==> config.mk <==
export PLATFORM = sky130hd
export DESIGN_NAME = uart_rx_dbuf
export DESIGN_NICKNAME = d
export VERILOG_FILES = /design/src/rtl/uart_rx_pkg.sv /design/src/rtl/uart_rx_sync.sv /design/src/rtl/uart_rx_frame.sv /design/src/rtl/uart_rx_buf.sv /design/src/rtl/uart_rx_dbuf.sv
export SDC_FILE = /design/constraint.sdc
export NUM_CORES = 1
export LEC_CHECK = 0
export ABC_CLOCK_PERIOD_IN_PS = 1900
export BUFFER_PORTS_ARGS = -buffer_cell sky130_fd_sc_hd__buf_2
export CAP_MARGIN = 25
export CORE_ASPECT_RATIO = 0.9
export CORE_MARGIN = 5
export CORE_UTILIZATION = 57
export CTS_CLUSTER_SIZE = 16
export DETAILED_ROUTE_END_ITERATION = 6
export GPL_ROUTABILITY_DRIVEN = 0
export PLACE_DENSITY = 0.78
export SLEW_MARGIN = 0
export SYNTH_ARGS = -nofsm -noshare
export SYNTH_HDL_FRONTEND = slang
export SYNTH_HIERARCHICAL = 1
export SYNTH_SLANG_ARGS = --single-unit
==> constraint.sdc <==
create_clock -name clk -period 1.9 [get_ports clk]
set_input_delay 0.38 -clock clk [delete_from_list [all_inputs] [get_ports clk]]
set_output_delay 0.38 -clock clk [all_outputs]
set_load 0.02 [all_outputs]
==> src/rtl/uart_rx_pkg.sv <==
// Package: shared types and constants for the serial receiver.
// Assumes: nothing; pure declarations.
package uart_rx_pkg;
    typedef enum logic [2:0] {
        RX_IDLE,
        RX_START,
        RX_DATA,
        RX_PAR,
        RX_STOP,
        RX_STOP2
    } rx_state_t;

    localparam int RX_OSR = 16;
endpackage

==> src/rtl/uart_rx_sync.sv <==
// Module: multi-stage synchronizer that brings the asynchronous line into
// the clock domain.
// Assumes: STAGES >= 2; the line idles high, so the stages reset to 1.
module uart_rx_sync #(
    parameter int STAGES = 2
) (
    input  logic clk,
    input  logic rst_n,
    input  logic din,
    output logic dout
);
    logic [STAGES-1:0] q;

    // Shift the raw line through the flop chain.
    always_ff @(posedge clk) begin
        if (!rst_n) q <= '1;
        else        q <= {q[STAGES-2:0], din};
    end

    assign dout = q[STAGES-1];
endmodule

==> src/rtl/uart_rx_frame.sv <==
// Module: frame engine. It hunts for a falling edge, confirms the start bit
// at mid-bit, samples data, parity and the first stop bit at mid-bit, and
// pulses done together with the character and its error status.
// Assumes: tick pulses OSR times per bit; the cfg inputs are stable during a frame.
module uart_rx_frame
    import uart_rx_pkg::*;
#(
    parameter int DW  = 8,
    parameter int OSR = RX_OSR
) (
    input  logic          clk,
    input  logic          rst_n,
    input  logic          tick,
    input  logic          rxd,
    input  logic          len_full,
    input  logic          par_en,
    input  logic          par_odd,
    input  logic          stop2,
    output logic          done,
    output logic [DW-1:0] data,
    output logic          par_bad,
    output logic          frm_bad
);
    localparam int CW = $clog2(OSR);
    localparam int IW = $clog2(DW);
    localparam logic [CW-1:0] MID  = CW'(OSR/2 - 1);
    localparam logic [CW-1:0] LAST = CW'(OSR - 1);

    rx_state_t     state;
    logic [CW-1:0] cnt;
    logic [IW-1:0] bidx;
    logic          prev;
    logic          pbit;
    logic [DW-1:0] shreg;
    logic          last_bit;

    // Index of the final data bit for the configured character length.
    assign last_bit = (bidx == (len_full ? IW'(DW-1) : IW'(DW-2)));

    // Frame sequencing, bit sampling and result capture.
    always_ff @(posedge clk) begin
        if (!rst_n) begin
            state   <= RX_IDLE;
            cnt     <= '0;
            bidx    <= '0;
            prev    <= 1'b1;
            pbit    <= 1'b0;
            shreg   <= '0;
            done    <= 1'b0;
            data    <= '0;
            par_bad <= 1'b0;
            frm_bad <= 1'b0;
        end else begin
            done <= 1'b0;
            if (tick) begin
                prev <= rxd;
                cnt  <= cnt + 1'b1;
                case (state)
                    RX_IDLE: begin
                        cnt <= '0;
                        if (prev && !rxd) begin
                            state <= RX_START;
                            shreg <= '0;
                            bidx  <= '0;
                        end
                    end
                    RX_START: begin
                        if (cnt == MID) begin
                            cnt   <= '0;
                            state <= rxd ? RX_IDLE : RX_DATA;
                        end
                    end
                    RX_DATA: begin
                        if (cnt == LAST) begin
                            cnt         <= '0;
                            shreg[bidx] <= rxd;
                            bidx        <= bidx + 1'b1;
                            if (last_bit) state <= par_en ? RX_PAR : RX_STOP;
                        end
                    end
                    RX_PAR: begin
                        if (cnt == LAST) begin
                            cnt   <= '0;
                            pbit  <= rxd;
                            state <= RX_STOP;
                        end
                    end
                    RX_STOP: begin
                        if (cnt == LAST) begin
                            cnt     <= '0;
                            done    <= 1'b1;
                            data    <= shreg;
                            frm_bad <= !rxd;
                            par_bad <= par_en && ((^shreg) ^ pbit ^ par_odd);
                            state   <= stop2 ? RX_STOP2 : RX_IDLE;
                        end
                    end
                    RX_STOP2: begin
                        if (cnt == LAST) begin
                            cnt   <= '0;
                            state <= RX_IDLE;
                        end
                    end
                    default: state <= RX_IDLE;
                endcase
            end
        end
    end

    // a line found high at the mid-start check drops the frame.
    a_r4_glitch_reject: assert property (@(posedge clk) disable iff (!rst_n)
        (state == RX_START && tick && cnt == MID && rxd) |=> state == RX_IDLE);

    // completion comes only from the first stop bit.
    a_r6_done_from_stop: assert property (@(posedge clk) disable iff (!rst_n)
        done |-> $past(state) == RX_STOP);

    // the second stop bit never produces a completion.
    a_r10_stop2_silent: assert property (@(posedge clk) disable iff (!rst_n)
        (state == RX_STOP2) |=> !done);
endmodule

==> src/rtl/uart_rx_buf.sv <==
// Module: receive buffer and status flags. It loads on done, sets the full
// flag, accumulates the sticky error flags and pulses the interrupt.
// Assumes: load is a one-cycle pulse; when load and a strobe coincide, load wins.
module uart_rx_buf #(
    parameter int DW = 8
) (
    input  logic          clk,
    input  logic          rst_n,
    input  logic          load,
    input  logic [DW-1:0] din,
    input  logic          par_bad,
    input  logic          frm_bad,
    input  logic          rd,
    input  logic          clr,
    output logic [DW-1:0] dout,
    output logic          full,
    output logic          ovr,
    output logic          perr,
    output logic          ferr,
    output logic          irq
);
    logic ovr_base, perr_base, ferr_base;

    // Flag values after an optional clear, before any new load.
    assign ovr_base  = clr ? 1'b0 : ovr;
    assign perr_base = clr ? 1'b0 : perr;
    assign ferr_base = clr ? 1'b0 : ferr;

    // Buffer load, full flag, sticky errors and interrupt pulse.
    always_ff @(posedge clk) begin
        if (!rst_n) begin
            dout <= '0;
            full <= 1'b0;
            ovr  <= 1'b0;
            perr <= 1'b0;
            ferr <= 1'b0;
            irq  <= 1'b0;
        end else begin
            irq <= load;
            if (load) begin
                dout <= din;
                full <= 1'b1;
                ovr  <= ovr_base | (full & ~rd);
                perr <= perr_base | par_bad;
                ferr <= ferr_base | frm_bad;
            end else begin
                if (rd) full <= 1'b0;
                ovr  <= ovr_base;
                perr <= perr_base;
                ferr <= ferr_base;
            end
        end
    end

    // a completed character marks the buffer full.
    a_r2_load_sets_full: assert property (@(posedge clk) disable iff (!rst_n)
        load |=> full);
    // a read strobe empties the buffer and keeps the data.
    a_r8_read_clears: assert property (@(posedge clk) disable iff (!rst_n)
        (rd && !load) |=> (!full && $stable(dout)));
    // a load into a full, unread buffer raises overrun.
    a_r7_overrun: assert property (@(posedge clk) disable iff (!rst_n)
        (load && full && !rd) |=> ovr);
    // the interrupt is seen only together with a full buffer.
    a_r9_irq_full: assert property (@(posedge clk) disable iff (!rst_n)
        irq |-> full);
    // a clear with no load empties all error flags.
    a_r11_clear: assert property (@(posedge clk) disable iff (!rst_n)
        (clr && !load) |=> (!ovr && !perr && !ferr));
endmodule

==> src/rtl/uart_rx_dbuf.sv <==
// Module: top of the double-buffered serial receiver. It chains the
// synchronizer, the frame engine and the receive buffer.
// Assumes: tick16 comes from an external rate generator at 16x the bit rate.
module uart_rx_dbuf
    import uart_rx_pkg::*;
#(
    parameter int DW          = 8,
    parameter int SYNC_STAGES = 2
) (
    input  logic          clk,
    input  logic          rst_n,
    input  logic          tick16,
    input  logic          rxd,
    input  logic          cfg_len8,
    input  logic          cfg_par_en,
    input  logic          cfg_par_odd,
    input  logic          cfg_stop2,
    input  logic          rd_stb,
    input  logic          err_clr,
    output logic [DW-1:0] rx_data,
    output logic          rbf,
    output logic          ovr_err,
    output logic          par_err,
    output logic          frm_err,
    output logic          rx_irq
);
    logic          rxd_s;
    logic          f_done;
    logic [DW-1:0] f_data;
    logic          f_par_bad;
    logic          f_frm_bad;

    uart_rx_sync #(.STAGES(SYNC_STAGES)) u_sync (
        .clk  (clk),
        .rst_n(rst_n),
        .din  (rxd),
        .dout (rxd_s)
    );

    uart_rx_frame #(.DW(DW), .OSR(RX_OSR)) u_frame (
        .clk     (clk),
        .rst_n   (rst_n),
        .tick    (tick16),
        .rxd     (rxd_s),
        .len_full(cfg_len8),
        .par_en  (cfg_par_en),
        .par_odd (cfg_par_odd),
        .stop2   (cfg_stop2),
        .done    (f_done),
        .data    (f_data),
        .par_bad (f_par_bad),
        .frm_bad (f_frm_bad)
    );

    uart_rx_buf #(.DW(DW)) u_buf (
        .clk    (clk),
        .rst_n  (rst_n),
        .load   (f_done),
        .din    (f_data),
        .par_bad(f_par_bad),
        .frm_bad(f_frm_bad),
        .rd     (rd_stb),
        .clr    (err_clr),
        .dout   (rx_data),
        .full   (rbf),
        .ovr    (ovr_err),
        .perr   (par_err),
        .ferr   (frm_err),
        .irq    (rx_irq)
    );
endmodule

# == Word-level counts from Yosys, hierarchy flattened ==
# Cells that the tools add are included.
# op_classes
add_sub_neg,2
multipliers,0
div,0
order_cmp,2
n_eq_ne,15
shifts,0
muxes,33
bitwise_logic,7
reduce_logical,14
# op_table
operator,count
two-way mux 3 bit,11
one-hot mux 3 bit (6 select lines),1
two-way mux 8 bit,2
one-hot mux 8 bit (2 select lines),1
!= test 2 x 1 -> 1 bit (second input constant),7
one-hot mux 4 bit (3 select lines),1
two-way mux 1 bit,11
AND reduction 3 bit,3
bitwise mux 8 bit,1
two-way mux 4 bit,2
AND reduction 8 bit,1
parity 8 bit,1
== test 3 x 2 -> 1 bit (second input constant),2
== test 3 bit (second input constant),2
one-hot mux 3 bit (2 select lines),1
adder 4 x 1 -> 4 bit (second input constant),1
== test 4 x 3 -> 1 bit (second input constant),1
== test 4 bit (second input constant),1
less-than comparator 3 x 4 -> 1 bit (second input constant),1
AND reduction 4 bit,1
nonzero test 2 bit,2
OR reduction 4 bit,1
adder 3 x 1 -> 3 bit (second input constant),1
demux 1 bit (select 3 bit),1
other kinds (11),16
# totals
ff_bits,46
latchBits,0
mem_bits_rw,0
rom_bits,0
in_bits,10
out_inout_bits,13
n_memories,0

# == Longest topological paths before layout ==
# depth
ltp_word,7
mapped_depth,6
depth_no_buf,6

# == Modules after synthesis ==
# The synthesis kept the hierarchy.
# modules_own_cells
module,instances,cells_per_inst,area_per_inst_um2
uart_rx_frame,1,179,1622.8
uart_rx_buf,1,42,476.7
uart_rx_sync,1,4,52.6

# == Worst setup path after synthesis ==
# Ideal clock, no wire load.
# synth_timing
path_type,register -> register
start,register u_frame.cnt[0]
end,register u_frame.state[2]
setup_ps,118
t_arrival_ps,1430
required_time_ps,1782
slack_ps,352
stages_incl_launch_ff,6
n_path_buf,0
synth_period_minus_slack_ps,1548
cell_sequence,dfxtp_1 ha_1 and3_1 o21a_1 o31a_1 o2111a_1
# synth_via
elab_chain_len,3
elab_cells_between_ends,8
cone_classes,eq/ne: 7; reduce/logical: 1
# synth_rtl
element,line,rtl
"start, declared",uart_rx_frame.sv:30,logic [CW-1:0] cnt;
"start signal, assigned",uart_rx_frame.sv:57,cnt <= cnt + 1'b1;
== test 4 bit or == test 4 x 3 -> 1 bit (tied branches),--,
!= test 2 x 1 -> 1 bit (no source line),--,
AND reduction 8 bit (no source line) (*),--,
"end signal, assigned",uart_rx_frame.sv:70,state <= rxd ? RX_IDLE : RX_DATA;
"end signal, assigned",uart_rx_frame.sv:78,if (last_bit) state <= par_en ? RX_PAR : RX_STOP;
"end signal, assigned",uart_rx_frame.sv:95,state <= stop2 ? RX_STOP2 : RX_IDLE;
"end, declared",uart_rx_frame.sv:29,rx_state_t state;
# Mark *: on every way between the ends. The rest lies on a longest branch, timed or not.
# A chain may end at the register's enable or synchronous reset.

# == Final worst setup path ==
# layout_timing
start,register u_frame.cnt[0]
end,register u_frame.shreg[1]
# layout_via
elab_chain_len,3
# layout_rtl
element,line,rtl
== test 4 bit,uart_rx_frame.sv:74,if (cnt == LAST) begin
!= test 2 x 1 -> 1 bit (no source line),--,
AND reduction 4 bit (no source line),--,
"end signal, assigned by index",uart_rx_frame.sv:76,shreg[bidx] <= rxd;
"end, declared",uart_rx_frame.sv:34,logic [DW-1:0] shreg;
# Every way passes these cells.

==> results.cfg <==
[outcome]
status = complete, no violations

[die]
die_h_um = 68.3
rows = 21
start_util_pct = 58.5
die_area_sq_um = 5110
die_x_um = 74.8
num_io_pins = 23
coreArea_sq_um = 3680

[logic_synthesis]
synth_edf_count = 0
synth_nets = 237
ys_warn_count = 6
synth.distinct_cells = 47
ys_seq_area_share_pct = 42.8
syn_avg_cell_area_sq_um = 9.56
ys_ff_latch = 46
async_flop_share_pct = 0
synth_ff_type = dfxtp_1
syn-instance-count = 225
netlist_area_sq_um = 2150

[setup_path]
cp-start-kind = flop
crit_fanout = 6
cp_slowest_cell = dfxtp_1
critPathKind = flop to flop
max_stage_delay_ns = 0.38
arrival_ns = 1.85
worstPathCellList = ha_1 -> nand3_1 -> a21oi_4 -> nand3_4 -> o311ai_1 -> o41ai_1
crit_buf_inv = 0
required_ns = 2.07
end_kind = flop
crit_family = compound AO/OA/AOI/OAI gates

[timing]
finClkSkew_ns = 0.00574
tns_ns = 0
setup_viol = 0
period_share_pct = 88.0
tightest_slew_ns = 0.578
max_freq_mhz = 598
rsz0062_at_grt = false
post-route-min-period_ns = 1.67
slew_violations = 0
whs_ns = 0.264
relSlewSlack_pct = 61.4
hold_violations = 0

[placement]
dpl.cell_count = 285
dp_hpwl_mm = 2.82
portBuffers = 22

[grt]
track_usage_pct = 17.6
grt_overflow_total = 0
grt_pass1_vias = 1509
antenna_found_initial = 0
grt_pass1_wl_mm = 6.90
grt_max_degree = 23

[power]
power.density_nw_per_um2 = 829
p_total_mw = 1.99
leakagePower_nw = 0.877
ir_drop_mv = 0.672

[routing]
wl_per_cell_um = 13.8
routed_wl_mm = 4.06
first_iter_violations = 169
ant_nets = 0
num_vias = 1623
via_per_inst = 5.54
drtPass1Iterations = 4
drc_errors = 0

[finish]
regArea_sq_um = 922
final_cell_count_no_fill = 293
layout_common_cells = dfxtp_1 (45), nand2_1 (37), buf_2 (22)
drive_gt1_share_pct = 19.8
multi_input_area_sq_um = 1150
fin_nets = 258
fillers = 311
diodes = 0
syn_to_final_growth_pct = 11.7
final_common_cell = dfxtp_1

[clocking]
cts.reportedPaths.clkPinSlew_ns = 0.08
clock-sinks = 46
clock_latency_ns = 0.30
cts-root-buf = clkbuf_8
cts_htree_levels = 2
cts_tree = done
cts_inserted_buffers = 5
postCtsSetupRepairBufs = 0
cts_max_path_buffers = 2

[flow_run]
max_cap_violations = 0

[worst_hold_path]
hp-class = input pin to flop
-- where the power goes --
group          internal, mW  switching (mW)
Clock                 0.394           0.336
Combinational         0.101           0.138
Sequential            0.983          0.0417
-- layout make-up --
cell class,count,share of cell area (%)
Clock buffer,5,2.86
Sequential cell,46,38.3
Inverter,1,0.156
Timing Repair Buffer,28,6.45
Clock inverter,3,1.82
Tap cell,46,2.39
Multi-Input combinational cell,164,48.0
-- cell families (layout without fill, tap and decap cells) --
logic type | Yosys count | count (layout) | synth area share, %
and+or+nand+nor | 93 | 93 | 25.5
DFF | 46 | 46 | 42.8
AOI/OAI and AO/OA | 42 | 42 | 15.1
muxes | 15 | 15 | 6.98
buffers and inverters | 15 | 37 | 3.60
xor gates and xnor gates | 12 | 12 | 4.88
adders and majority gates | 2 | 2 | 1.16
-- repair_timing --
item                                    CTS  global route
hold buffers                              0             0
resized for setup                         0             1
endpoints found under the setup margin    0             1
-- metrics by stage --
stage,util (%),instance area [sq um],setup slack [ns]
4_1_cts,65.3,2400,0.185
3_5_place_dp,62.3,2290,0.225
3_3_place_gp,62.3,2290,0.255
2_1_floorplan,-,2150,0.352
5_1_grt,65.4,2400,0.0388
6_report,65.4,2400,0.227
-- cell usage after synthesis (4+ instances only) --
master,number,area [sq um]
dfxtp_1,46,921
nor2b_1,12,75.1
nor2_1,7,26.3
o211ai_1,4,30.0
nor3b_2,4,50.1
nand3_1,6,30.0
a21boi_0,10,75.1
mux2i_1,15,150
a21oi_1,4,20.0
nand2b_1,5,31.3
o21ai_0,5,25.0
xnor2_1,10,87.6
clkbuf_1,9,33.8
nand2_1,37,139
nand4_1,6,37.5
-- worst paths after layout --
path	start	to	slack [ns]	cells after the start
setup / recovery	u_frame/cnt[0]	u_frame/shreg[1]	0.23	6
hold / removal	rxd	u_sync/q[0]	0.26	2
setup reg to reg	u_frame/cnt[0]	u_frame/shreg[1]	0.23	6
hold reg to reg	u_sync/q[0]	u_sync/q[1]	0.43	1
-- state kept, by name (all words and copies together) (netlist names), 2 cells and up --
register,count
u_buf/dout,8
u_frame/data,8
u_sync/q,2
u_frame/bidx,3
u_frame/cnt,4
u_frame/shreg,8
u_frame/state,3
-- per-layer routing --
layer	share of wire [%]	global-route usage, %	vias to the layer above
met5	0	0	-
met4	1.1	7.11	0
met3	5.4	4.85	4
met2	43	26.6	42
met1	50	23.8	742
li1	-	-	835
Power figures use the tool's default switching activity.
